==> src/rtl/cmpl_chk_pkg.sv <==
`timescale 1ns/1ps
package cmpl_chk_pkg;
  localparam int BUS_W   = 256;
  localparam int KEEP_W  = 8;
  localparam int USER_W  = 33;
  localparam int CNT_W   = 16;
  localparam int NUM_ERR = 5;

  localparam int E_STAB  = 0;
  localparam int E_GAP   = 1;
  localparam int E_PART  = 2;
  localparam int E_HOLE  = 3;
  localparam int E_EMPTY = 4;

  function automatic logic [KEEP_W-1:0] lanes_of(input int dw);
    lanes_of = KEEP_W'((1 << (dw / 32)) - 1);
  endfunction
endpackage

==> src/rtl/ccs_hold_mon.sv <==
`timescale 1ns/1ps
module ccs_hold_mon
  import cmpl_chk_pkg::*;
(
  input  logic              clk,
  input  logic              rst_n,
  input  logic              tvalid,
  input  logic              tready,
  input  logic [BUS_W-1:0]  data_m,
  input  logic [KEEP_W-1:0] keep_m,
  input  logic              tlast,
  input  logic [USER_W-1:0] tuser,
  output logic              viol
);
  logic              stalled_q;
  logic [BUS_W-1:0]  data_q;
  logic [KEEP_W-1:0] keep_q;
  logic              last_q;
  logic [USER_W-1:0] user_q;

  always_ff @(posedge clk) begin
    if (!rst_n) begin
      stalled_q <= 1'b0;
      data_q    <= '0;
      keep_q    <= '0;
      last_q    <= 1'b0;
      user_q    <= '0;
    end else begin
      stalled_q <= tvalid && !tready;
      data_q    <= data_m;
      keep_q    <= keep_m;
      last_q    <= tlast;
      user_q    <= tuser;
    end
  end

  always_comb begin
    viol = stalled_q && (!tvalid || (data_m != data_q) || (keep_m != keep_q) ||
                         (tlast != last_q) || (tuser != user_q));
  end
endmodule

==> config.mk <==
export PLATFORM = sky130hd
export DESIGN_NAME = ccs_hold_mon
export DESIGN_NICKNAME = d
export VERILOG_FILES = /design/src/rtl/cmpl_chk_pkg.sv /design/src/rtl/ccs_hold_mon.sv
export SDC_FILE = /design/constraint.sdc
export NUM_CORES = 1
export LEC_CHECK = 0
export BUFFER_PORTS_ARGS = -buffer_cell sky130_fd_sc_hd__buf_2
export CAP_MARGIN = 15
export CORE_MARGIN = 10
export CORE_UTILIZATION = 36
export CTS_BUF_LIST = sky130_fd_sc_hd__clkbuf_4 sky130_fd_sc_hd__clkbuf_8 sky130_fd_sc_hd__clkbuf_16
export DETAILED_ROUTE_END_ITERATION = 10
export GPL_TIMING_DRIVEN = 1
export PLACE_DENSITY = 0.7
export SLEW_MARGIN = 0
export SYNTH_ARGS = -nofsm -noshare
export SYNTH_HDL_FRONTEND = slang
export SYNTH_SLANG_ARGS = --single-unit
==> constraint.sdc <==
create_clock -name clk -period 1.55 [get_ports clk]
set_input_delay 0.155 -clock clk [delete_from_list [all_inputs] [get_ports clk]]
set_output_delay 0.155 -clock clk [all_outputs]
set_load 0.03 [all_outputs]
==> metrics.md, run 1 <==
| Metric | Value |
|---|---|
| Status | complete, but fails checks |
| Violated checks | negative setup slack |
| Die Wd | 201 um |
| Pwr Density | 1010 nW/um^2 |
| DR WL/cell | 19.0 um |
| Post-route DRC | 0 |
| Root Driver | clkbuf_16 |
| WHS Endpoint | data_q[231] |
| Global-route wire length before repair | 69.9 mm |
| Height of the die | 201 um |
| Worst EP arrival | 2710 ps |
| Critical path, cell by cell | nor2b_1, a2111o_1, nor4_4, nand4_1, buf_4, nor4_4, a41oi_2, buf_6 |
| CP max-delay cell | a2111o_1 |
| Syn. warnings | 0 |
| Die footprint | 40600 um^2 |
| Final setup fails | 1 |
| Minimum clock period after layout | 2860 ps |
| Clock transition at the registers of the reported paths | 60 ps |
| Rel. slew slack | 52.5% |
| Yosys cell types | 34 |
| Vias | 11.4k |
| Worst Hold Depth | 3 |
| Cell Area, Synth | 11900 um^2 |
| Nets | 2238 |
| Finished Cell Area | 19200 um^2 |
| Vias in the first global route | 12.4k |
| Dpl cells | 2042 |
| Critical Path Fanout Max | 2 |
| EDFF count, synth | 0 |
| CTS tree | built |
| Ys async rst share | 0% |
| Clock Tree Buf Depth | 3 |
| Gr usage total | 22.1% |
| Final Non-Filler Cells | 2426 |
| Largest net degree at the start of global routing | 72 |
| Startpoint types | register |
| Setup ws final | -1310 ps |
| Detail Placement HPWL | 32.2 mm |
| DR iter-0 viols | 663 |
| Req. time, crit path | 1390 ps |
| Port-buffer cells | 302 |
| Ys flop type | dfxtp_1 |
| Least-Margin Pin Slew | 712 ps |
| Final period utilization | 185% |
| Num CTS Buffers | 35 |
| Share of post-route cells with drive strength above 1 | 26.3% |
| Syn Inst Count | 1206 |
| Lkg Pwr | 0.00852 uW |
| Gpl congestion | 0.916 |
| Max-cap violations | 0 |
| Vias per cell | 4.70 |
| Setup TNS | -1310 ps |
| Row cnt | 66 |
| Syn Nets | 1508 |
| RSZ-0062 raised after global routing | yes |
| Setup crit end kind | output port |
| Worst VDD drop | 0.850 mV |
| Most used cell, CP | nor4_4 |
| Fmax | 350 MHz |
| Dpl cell area | 14800 um^2 |
| #FFs+latches synth | 299 |
| DRT Wirelength | 46.1 mm |
| Tot Pwr | 19400 uW |
| Slowest Stage Delay on Critical Path | 380 ps |
| DR pass1 iterations | 7 |
| Antenna violations before repair | 32 |
| Sink Count | 299 |
| Core area | 32500 um^2 |
| Gr ovfl total | 0 |
| Initial core utilization | 36.4% |
| Min-delay worst type | input pin to register |
| Avg Cell Area, Syn | 9.83 um^2 |
| Synthesis-to-layout area growth | 61.7% |
| Final hold violations | 0 |
| H-tree Lvls | 2 |
| Most frequent cells in the layout | buf_2 (300), dlygate4sd3_1 (299), and2_1 (297), dfxtp_1 (297), inv_1 (133) |
| Post-CTS setup buffer count | 0 |
| Worst Setup Path Type | register to output port |
| Final ANT Viol Nets | 0 |
| Register area share after synthesis | 50.5% |
| Pins over their slew limit | 0 |
| Leading cell type in the layout, fill and taps excluded | buf_2 |
| Min-delay src | data_m[231] |
| Io pins | 303 |
==> cell type report <==
| type | instances | area (um^2) |
|---|---|---|
| Clock buffer | 50 | 1070 |
| Multi-Input combinational cell | 741 | 5410 |
| Inverter | 133 | 499 |
| Fill cell | 2777 | 13400 |
| Antenna cell | 23 | 57.6 |
| Tap cell | 442 | 553 |
| Clock inverter | 12 | 90.1 |
| Timing Repair Buffer | 726 | 5510 |
| Sequential cell | 299 | 5990 |
==> cells in the mapped netlist (2+ instances only) <==
cell	number	area (um^2)
o2111ai_1	18	158
inv_1	133	499
nand3_1	3	15.0
a2111oi_2	2	30.0
and2_1	297	1860
xor2_1	54	473
nand2b_1	53	332
clkbuf_1	33	124
nor2_1	2	7.51
nor2b_1	29	181
a2111oi_0	7	61.3
a22oi_1	2	15.0
a221oi_1	13	114
a2111o_1	8	90.1
o22ai_1	44	275
xnor2_1	89	780
a22o_1	19	166
nor4_1	39	244
nand4_1	35	219
o2bb2ai_1	14	123
dfxtp_1	299	5990
==> per-stage QoR <==
step	util (%)	setup slack, ps	hold WS [ps]
global placement	45.6	-903	372
finish	58.9	-1310	20.0
global route	58.9	-1330	12.8
floorplan	-	-157	277
CTS	58.7	-1160	14.2
detailed placement	45.6	-957	374
==> worst max-delay path, delay by kind of cell (launching register included) <==
| kind | cells | cell delay (ps) |
|---|---|---|
| AND/OR/NAND/NOR | 4 | 840 |
| AO/OA/AOI/OAI | 2 | 630 |
| buffers and inverters | 2 | 390 |
| flip-flops | 1 | 310 |
==> timing repair <==
action | CTS | global route
pin swaps | 17 | 5
hold endpoints to repair | 298 | 0
resized for setup | 19 | 5
hold buffers | 299 | 0
setup endpoints to repair | 1 | 1
gates cloned | 0 | 0
==> worst max-delay path by stage <==
stage	startpoint	endpoint	slack (ps)	depth (start not counted)
3_3_place_gp	data_q[244]	viol	-900	8
5_1_grt	data_q[221]	viol	-1330	8
4_1_cts	data_q[221]	viol	-1160	8
6_report	data_q[221]	viol	-1310	8
2_1_floorplan	data_q[95]	viol	-160	6
3_5_place_dp	user_q[25]	viol	-960	8
==> where the power goes <==
part	switching, uW	leakage, uW	total [uW]	internal [uW]
registers	191	0.00249	8300	8110
clock network	3310	0.000586	8300	4980
logic	1170	0.00544	2800	1630
total	4670	0.00852	19400	14700
==> registers in the layout, indices dropped and copies added (netlist names) <==
name	cells
last_q	1
user_q	33
stalled_q	1
keep_q	8
data_q	256
==> metal layers <==
metal	vias up	global-route usage [%]	part of all wire [%]
li1	5469	-	-
met1	5400	24.8	39
met2	405	37.4	48
met3	102	7.28	8.9
met4	18	10.3	4.0
met5	-	0	0.27
==> cells by family after synthesis <==
| kind of cell | count (synthesis) | share of synthesized area (%) |
|---|---|---|
| AND/OR/NAND/NOR | 468 | 24.8 |
| buffers and inverters | 166 | 5.25 |
| flip-flops | 299 | 50.5 |
| XOR/XNOR | 143 | 10.6 |
| AO/OA/AOI/OAI | 130 | 8.90 |
Note: power is estimated with default switching activity, not from simulation.
==> run 2, diff against run 1 <==
PLACE_DENSITY = 0.68   (was 0.7)
clock period = 2.9 ns   (was 1.55 ns; I/O delays follow)
==> run 2 against run 1 <==
The run still ends with negative setup slack left. First-iteration DRC count shrank 26%. Routed wire length shrank 14%. Clock power shrank 46%. Count of clock-buffer cells in the layout shrank 2. Global-route usage shrank 3.5 points. Worst hold slack lost 7.9 ps. Via count shrank 14%. Die area is the same. Cell count shrank 14%. Combinational power shrank 60%. Largest cell class unchanged. Utilization shrank 9.2 points.
==> metrics.md, run 2 (synthesis gave the netlist of run 1 again) <==
| Metric | Value |
|---|---|
| Vias per cell | 4.66 |
| Dpl ws | -99.2 ps |
| Height of the die | 201 um |
| CTS tree | built |
| Gr usage total | 18.7% |
| CP max-delay cell | dlygate4sd3_1 |
| Min-delay src | data_m[194] |
| Tot Pwr | 10000 uW |
| Slowest Stage Delay on Critical Path | 540 ps |
| Final period utilization | 101% |
| Clock transition at the registers of the reported paths | 60 ps |
| Most frequent cells in the layout | buf_2 (300), and2_1 (297), dfxtp_1 (295) |
| Core area | 32500 um^2 |
| Row cnt | 66 |
| Startpoint types | input pin |
| Gr ovfl total | 0 |
| Final ANT Viol Nets | 0 |
| Pwr Density | 619 nW/um^2 |
| DR WL/cell | 18.8 um |
| Detail Placement HPWL | 31.3 mm |
| Post-CTS setup buffer count | 0 |
| Largest register FFs | 256 |
| Critical path, cell by cell | dlygate4sd3_1, buf_2, xor2_1, nor4_1, buf_4, nand4_1, nor4_2, buf_4, a41oi_4, buf_6 |
| Die footprint | 40600 um^2 |
| Final hold violations | 0 |
| Final setup fails | 1 |
| Critical Path Fanout Max | 2 |
| Largest net degree at the start of global routing | 114 |
| Biggest regs | data_q: 256 flops, user_q: 33 flops, keep_q: 8 flops |
| Storage cell area | 5990 um^2 |
| Antenna violations before repair | 24 |
| Worst VDD drop | 0.472 mV |
| Port-buffer cells | 302 |
| Worst Setup Path Type | input pin to output port |
| Multi-input logic area | 5400 um^2 |
| Minimum clock period after layout | 2920 ps |
| Fillers | 3067 |
| Post-route DRC | 0 |
| Least-Margin Pin Slew | 648 ps |
| Most used cell, CP | buf_4 |
| Clock Tree Buf Depth | 3 |
| Crit path from | data_m[7] |
| DR iter-0 viols | 488 |
| Setup ws final | -18.0 ps |
| Synthesis-to-layout area growth | 36.4% |
| Violated checks | negative setup slack |
| Lkg Pwr | 0.00706 uW |
| Pins over their slew limit | 0 |
| Io pins | 303 |
| Nets | 1914 |
| DR pass1 iterations | 5 |
| DRT Wirelength | 39.5 mm |
| Root Driver | clkbuf_16 |
| Min-delay worst type | input pin to register |
| Max-cap violations | 0 |
| Share of post-route cells with drive strength above 1 | 24.9% |
| Fmax | 343 MHz |
| Biggest register | data_q |
| Initial core utilization | 36.4% |
| Setup crit end kind | output port |
| RSZ-0062 raised after global routing | yes |
| Final Non-Filler Cells | 2096 |
| Sink Count | 299 |
| H-tree Lvls | 2 |
| Global-route wire length before repair | 58.5 mm |
| Dpl cells | 1933 |
| Gpl congestion | 0.896 |
| Req. time, crit path | 2610 ps |
| Vias | 9761 |
| Leading cell type in the layout, fill and taps excluded | buf_2 |
| Vias in the first global route | 10.3k |
| Rel. slew slack | 56.4% |
| Num CTS Buffers | 36 |
| Worst EP arrival | 2630 ps |
| Status | complete, but fails checks |
| Die Wd | 201 um |
run 2: what timing repair did:
item	4_1_cts	5_1_grt
hold buffers	83	0
endpoints found under the hold margin	83	0
pin swaps	9	10
resized for setup	12	19
setup endpoints to repair	1	1
run 2: stage by stage:
step | util [%] | area, um^2 | setup TNS (ps) | hold WS (ps)
5_1_grt | 49.7 | 16200 | -106 | 0.902
4_1_cts | 49.3 | 16000 | -142 | 0.183
2_1_floorplan | - | 11900 | 0 | 412
6_report | 49.7 | 16200 | -18.0 | 12.1
3_5_place_dp | 42.9 | 13900 | -99.2 | 508
3_3_place_gp | 42.9 | 13900 | -199 | 506
run 2: cell type report:
class,count,area share (%)
multi-input combinational,741,33.4
sequential,299,37.0
tap,442,3.42
clock inverter,15,0.820
antenna,17,0.263
clock buffer,48,6.58
inverter,133,3.09
timing repair buffer,401,15.5
run 2: worst paths after layout:
| kind | cells after the start | end | slack [ps] |
|---|---|---|---|
| hold / removal | 2 | data_q[194] | 10 |
| setup / recovery | 10 | viol | -20 |
run 2: worst max-delay path, delay by kind of cell:
kind,cells,cell delay (ps)
compound gates,1,150
xor+xnor,1,140
buf+inv,5,1200
simple gates,3,820
run 2: layer usage:
| metal | wire, um | GRT usage, % |
|---|---|---|
| met1 | 15900 | 21.3 |
| met2 | 18800 | 31.5 |
| met3 | 3220 | 6.41 |
| met4 | 1450 | 7.25 |
| met5 | 78 | 0 |
run 2: where the power goes:
part           total [uW]  internal (uW)  switching [uW]
clock network        4470           2750            1720
logic                1110            586             520
registers            4430           4330            98.4
total               10000           7670            2340
==> run 3, diff against run 2 <==
RECOVER_POWER = 50   (was not set)
==> run 3 against run 2 <==
The flow finishes with violations (max-capacitance violations, max-slew violations, negative setup slack). Sequential power about the same. Setup slack improved by 4.1 ps. Combinational power about the same. Flip-flop and latch count is the same. Routed wire length about the same. Utilization is 0.073 points lower. Critical path type unchanged. Highest routed layer unchanged.
==> metrics.md, run 3 (synthesis gave the netlist of run 1 again) <==
| Metric | Value |
|---|---|
| Status | complete, but fails checks |
| Violated checks | max-capacitance violations, max-slew violations, negative setup slack |
| Startpoint types | input pin |
| Clock transition at the registers of the reported paths | 60 ps |
| Post-route DRC | 0 |
| Gate power share | 11.0% |
| Synthesis-to-layout area growth | 36.2% |
| Leading cell type in the layout, fill and taps excluded | buf_2 |
| Vias in the first global route | 10.3k |
| Antenna violations before repair | 24 |
| Fillers | 3072 |
| Num CTS Buffers | 36 |
| Final ANT Viol Nets | 0 |
| Pint | 7670 uW |
| Die Wd | 201 um |
| Global-route wire length before repair | 58.5 mm |
| Clock power share | 44.7% |
| Clock Tree Buf Depth | 3 |
| Final period utilization | 100% |
| Critical Path Fanout Max | 2 |
| Biggest regs | data_q: 256 flops, user_q: 33 flops, keep_q: 8 flops |
| Lkg Pwr | 0.00704 uW |
| Port-buffer cells | 302 |
| Storage cell area | 5990 um^2 |
| Detail Placement HPWL | 31.3 mm |
| Root Driver | clkbuf_16 |
| Setup crit end kind | output port |
| Nets | 1914 |
| Slowest Stage Delay on Critical Path | 540 ps |
| CTS tree | built |
| WHS Endpoint | data_q[194] |
| Initial core utilization | 36.4% |
| Gpl congestion | 0.896 |
| Row cnt | 66 |
| DR WL/cell | 18.8 um |
| Critical path, cell by cell | dlygate4sd3_1, buf_2, xor2_1, nor4_1, buf_4, nand4_1, nor4_2, buf_4, a41oi_4, buf_6 |
| Most frequent cells in the layout | buf_2 (300), dfxtp_1 (295), and2_1 (273) |
| Least-Margin Pin Slew | 1630 ps |
| Pins over their slew limit | 101 |
| Vias | 9736 |
| Most used cell, CP | buf_4 |
| Sink Count | 299 |
| Io pins | 303 |
| Net Sw Power | 2340 uW |
| Setup ws final | -14.0 ps |
| DRT Wirelength | 39.5 mm |
| Worst EP arrival | 2620 ps |
| Final Non-Filler Cells | 2095 |
| Req. time, crit path | 2610 ps |
| Final hold violations | 0 |
| Core area | 32500 um^2 |
| Min-delay worst type | input pin to register |
| Share of post-route cells with drive strength above 1 | 24.9% |
| Worst VDD drop | 0.470 mV |
| Height of the die | 201 um |
| Final setup fails | 1 |
| Vias per cell | 4.65 |
| Biggest register | data_q |
| Multi-input logic area | 5400 um^2 |
| Dpl cell area | 13900 um^2 |
| Largest net degree at the start of global routing | 114 |
| Gr usage total | 18.7% |
| Post-CTS setup buffer count | 0 |
| DR pass1 iterations | 5 |
| Pwr Density | 619 nW/um^2 |
| Finished Cell Area | 16200 um^2 |
| Worst Hold Depth | 2 |
| Sw Ratio | 23.4% |
| Gr ovfl total | 0 |
| Largest register FFs | 256 |
| H-tree Lvls | 2 |
| Rel. slew slack | -8.51% |
| Worst Setup Path Type | input pin to output port |
| Minimum clock period after layout | 2910 ps |
| DR iter-0 viols | 502 |
| Fmax | 343 MHz |
| Dpl cells | 1933 |
| Die footprint | 40600 um^2 |
| Min-delay src | data_m[194] |
| Seq pwr share | 44.3% |
| RSZ-0062 raised after global routing | yes |
| CP max-delay cell | dlygate4sd3_1 |
| Max-cap violations | 1 |
## run 3: changes by cell type in the layout (fill, tap and decap cells not counted), sizes merged
cell	before	now
buf	318	316
clkbuf	48	50
diode	17	16
## run 3: final cells by class
cell class,count,share of cell area (%)
clock buffers,48,6.59
diodes,16,0.248
inverters,133,3.09
flip-flops and latches,299,37.1
well taps,442,3.42
repair buffers,401,15.3
clock inverters,15,0.821
multi-input cells,741,33.4
## run 3: how the worst max path moves through the flow
| stage | startpoint | end | slack, ps | cells after the start |
|---|---|---|---|---|
| 2_1_floorplan | data_q[147] | viol | 870 | 6 |
| 3_3_place_gp | data_m[95] | viol | -200 | 10 |
| 3_5_place_dp | data_m[95] | viol | -100 | 10 |
| 4_1_cts | data_q[147] | viol | -140 | 9 |
| 5_1_grt | data_q[95] | viol | -110 | 9 |
| 6_report | data_m[7] | viol | -10 | 10 |
## run 3: power groups by stage
stage               Combinational, uW  Sequential (uW)  Clock [uW]
floorplan                         539             4490           0
global placement                  975             4510           0
detailed placement                994             4520           0
CTS                              1100             4430        4560
global route                     1220             4450        4740
finish                           1110             4430        4470
## run 3: critical path, delay by kind of cell
kind | cells | cell delay [ps]
buffers and inverters | 5 | 1200
AND/OR/NAND/NOR | 3 | 840
AO/OA/AOI/OAI | 1 | 150
XOR/XNOR | 1 | 140
## run 3: layer usage
layer | vias to the layer above | global-route usage [%] | wire length [um]
li1 | 4807 | - | -
met1 | 4550 | 21.3 | 16100
met2 | 290 | 31.5 | 18800
met3 | 77 | 6.41 | 3150
met4 | 12 | 7.25 | 1430
met5 | - | 0 | 78
## run 3: per-stage QoR
stage	power (uW)	setup TNS [ps]	hold WS (ps)	util, %	setup WS, ps
after floorplan	5030	0	412	-	869
after global placement	5480	-199	506	42.9	-199
after detailed placement	5510	-99.2	508	42.9	-99.2
after CTS	10100	-142	0.183	49.3	-142
after global routing	10400	-106	0.778	49.6	-106
final	10000	-14.0	12.6	49.7	-14.0
## run 3: timing repair
action / 4_1_cts / 5_1_grt
gates resized for setup: 12 / 19
pin swaps: 9 / 10
endpoints found under the hold margin: 83 / 0
hold buffers: 83 / 0
setup endpoints to repair: 1 / 1
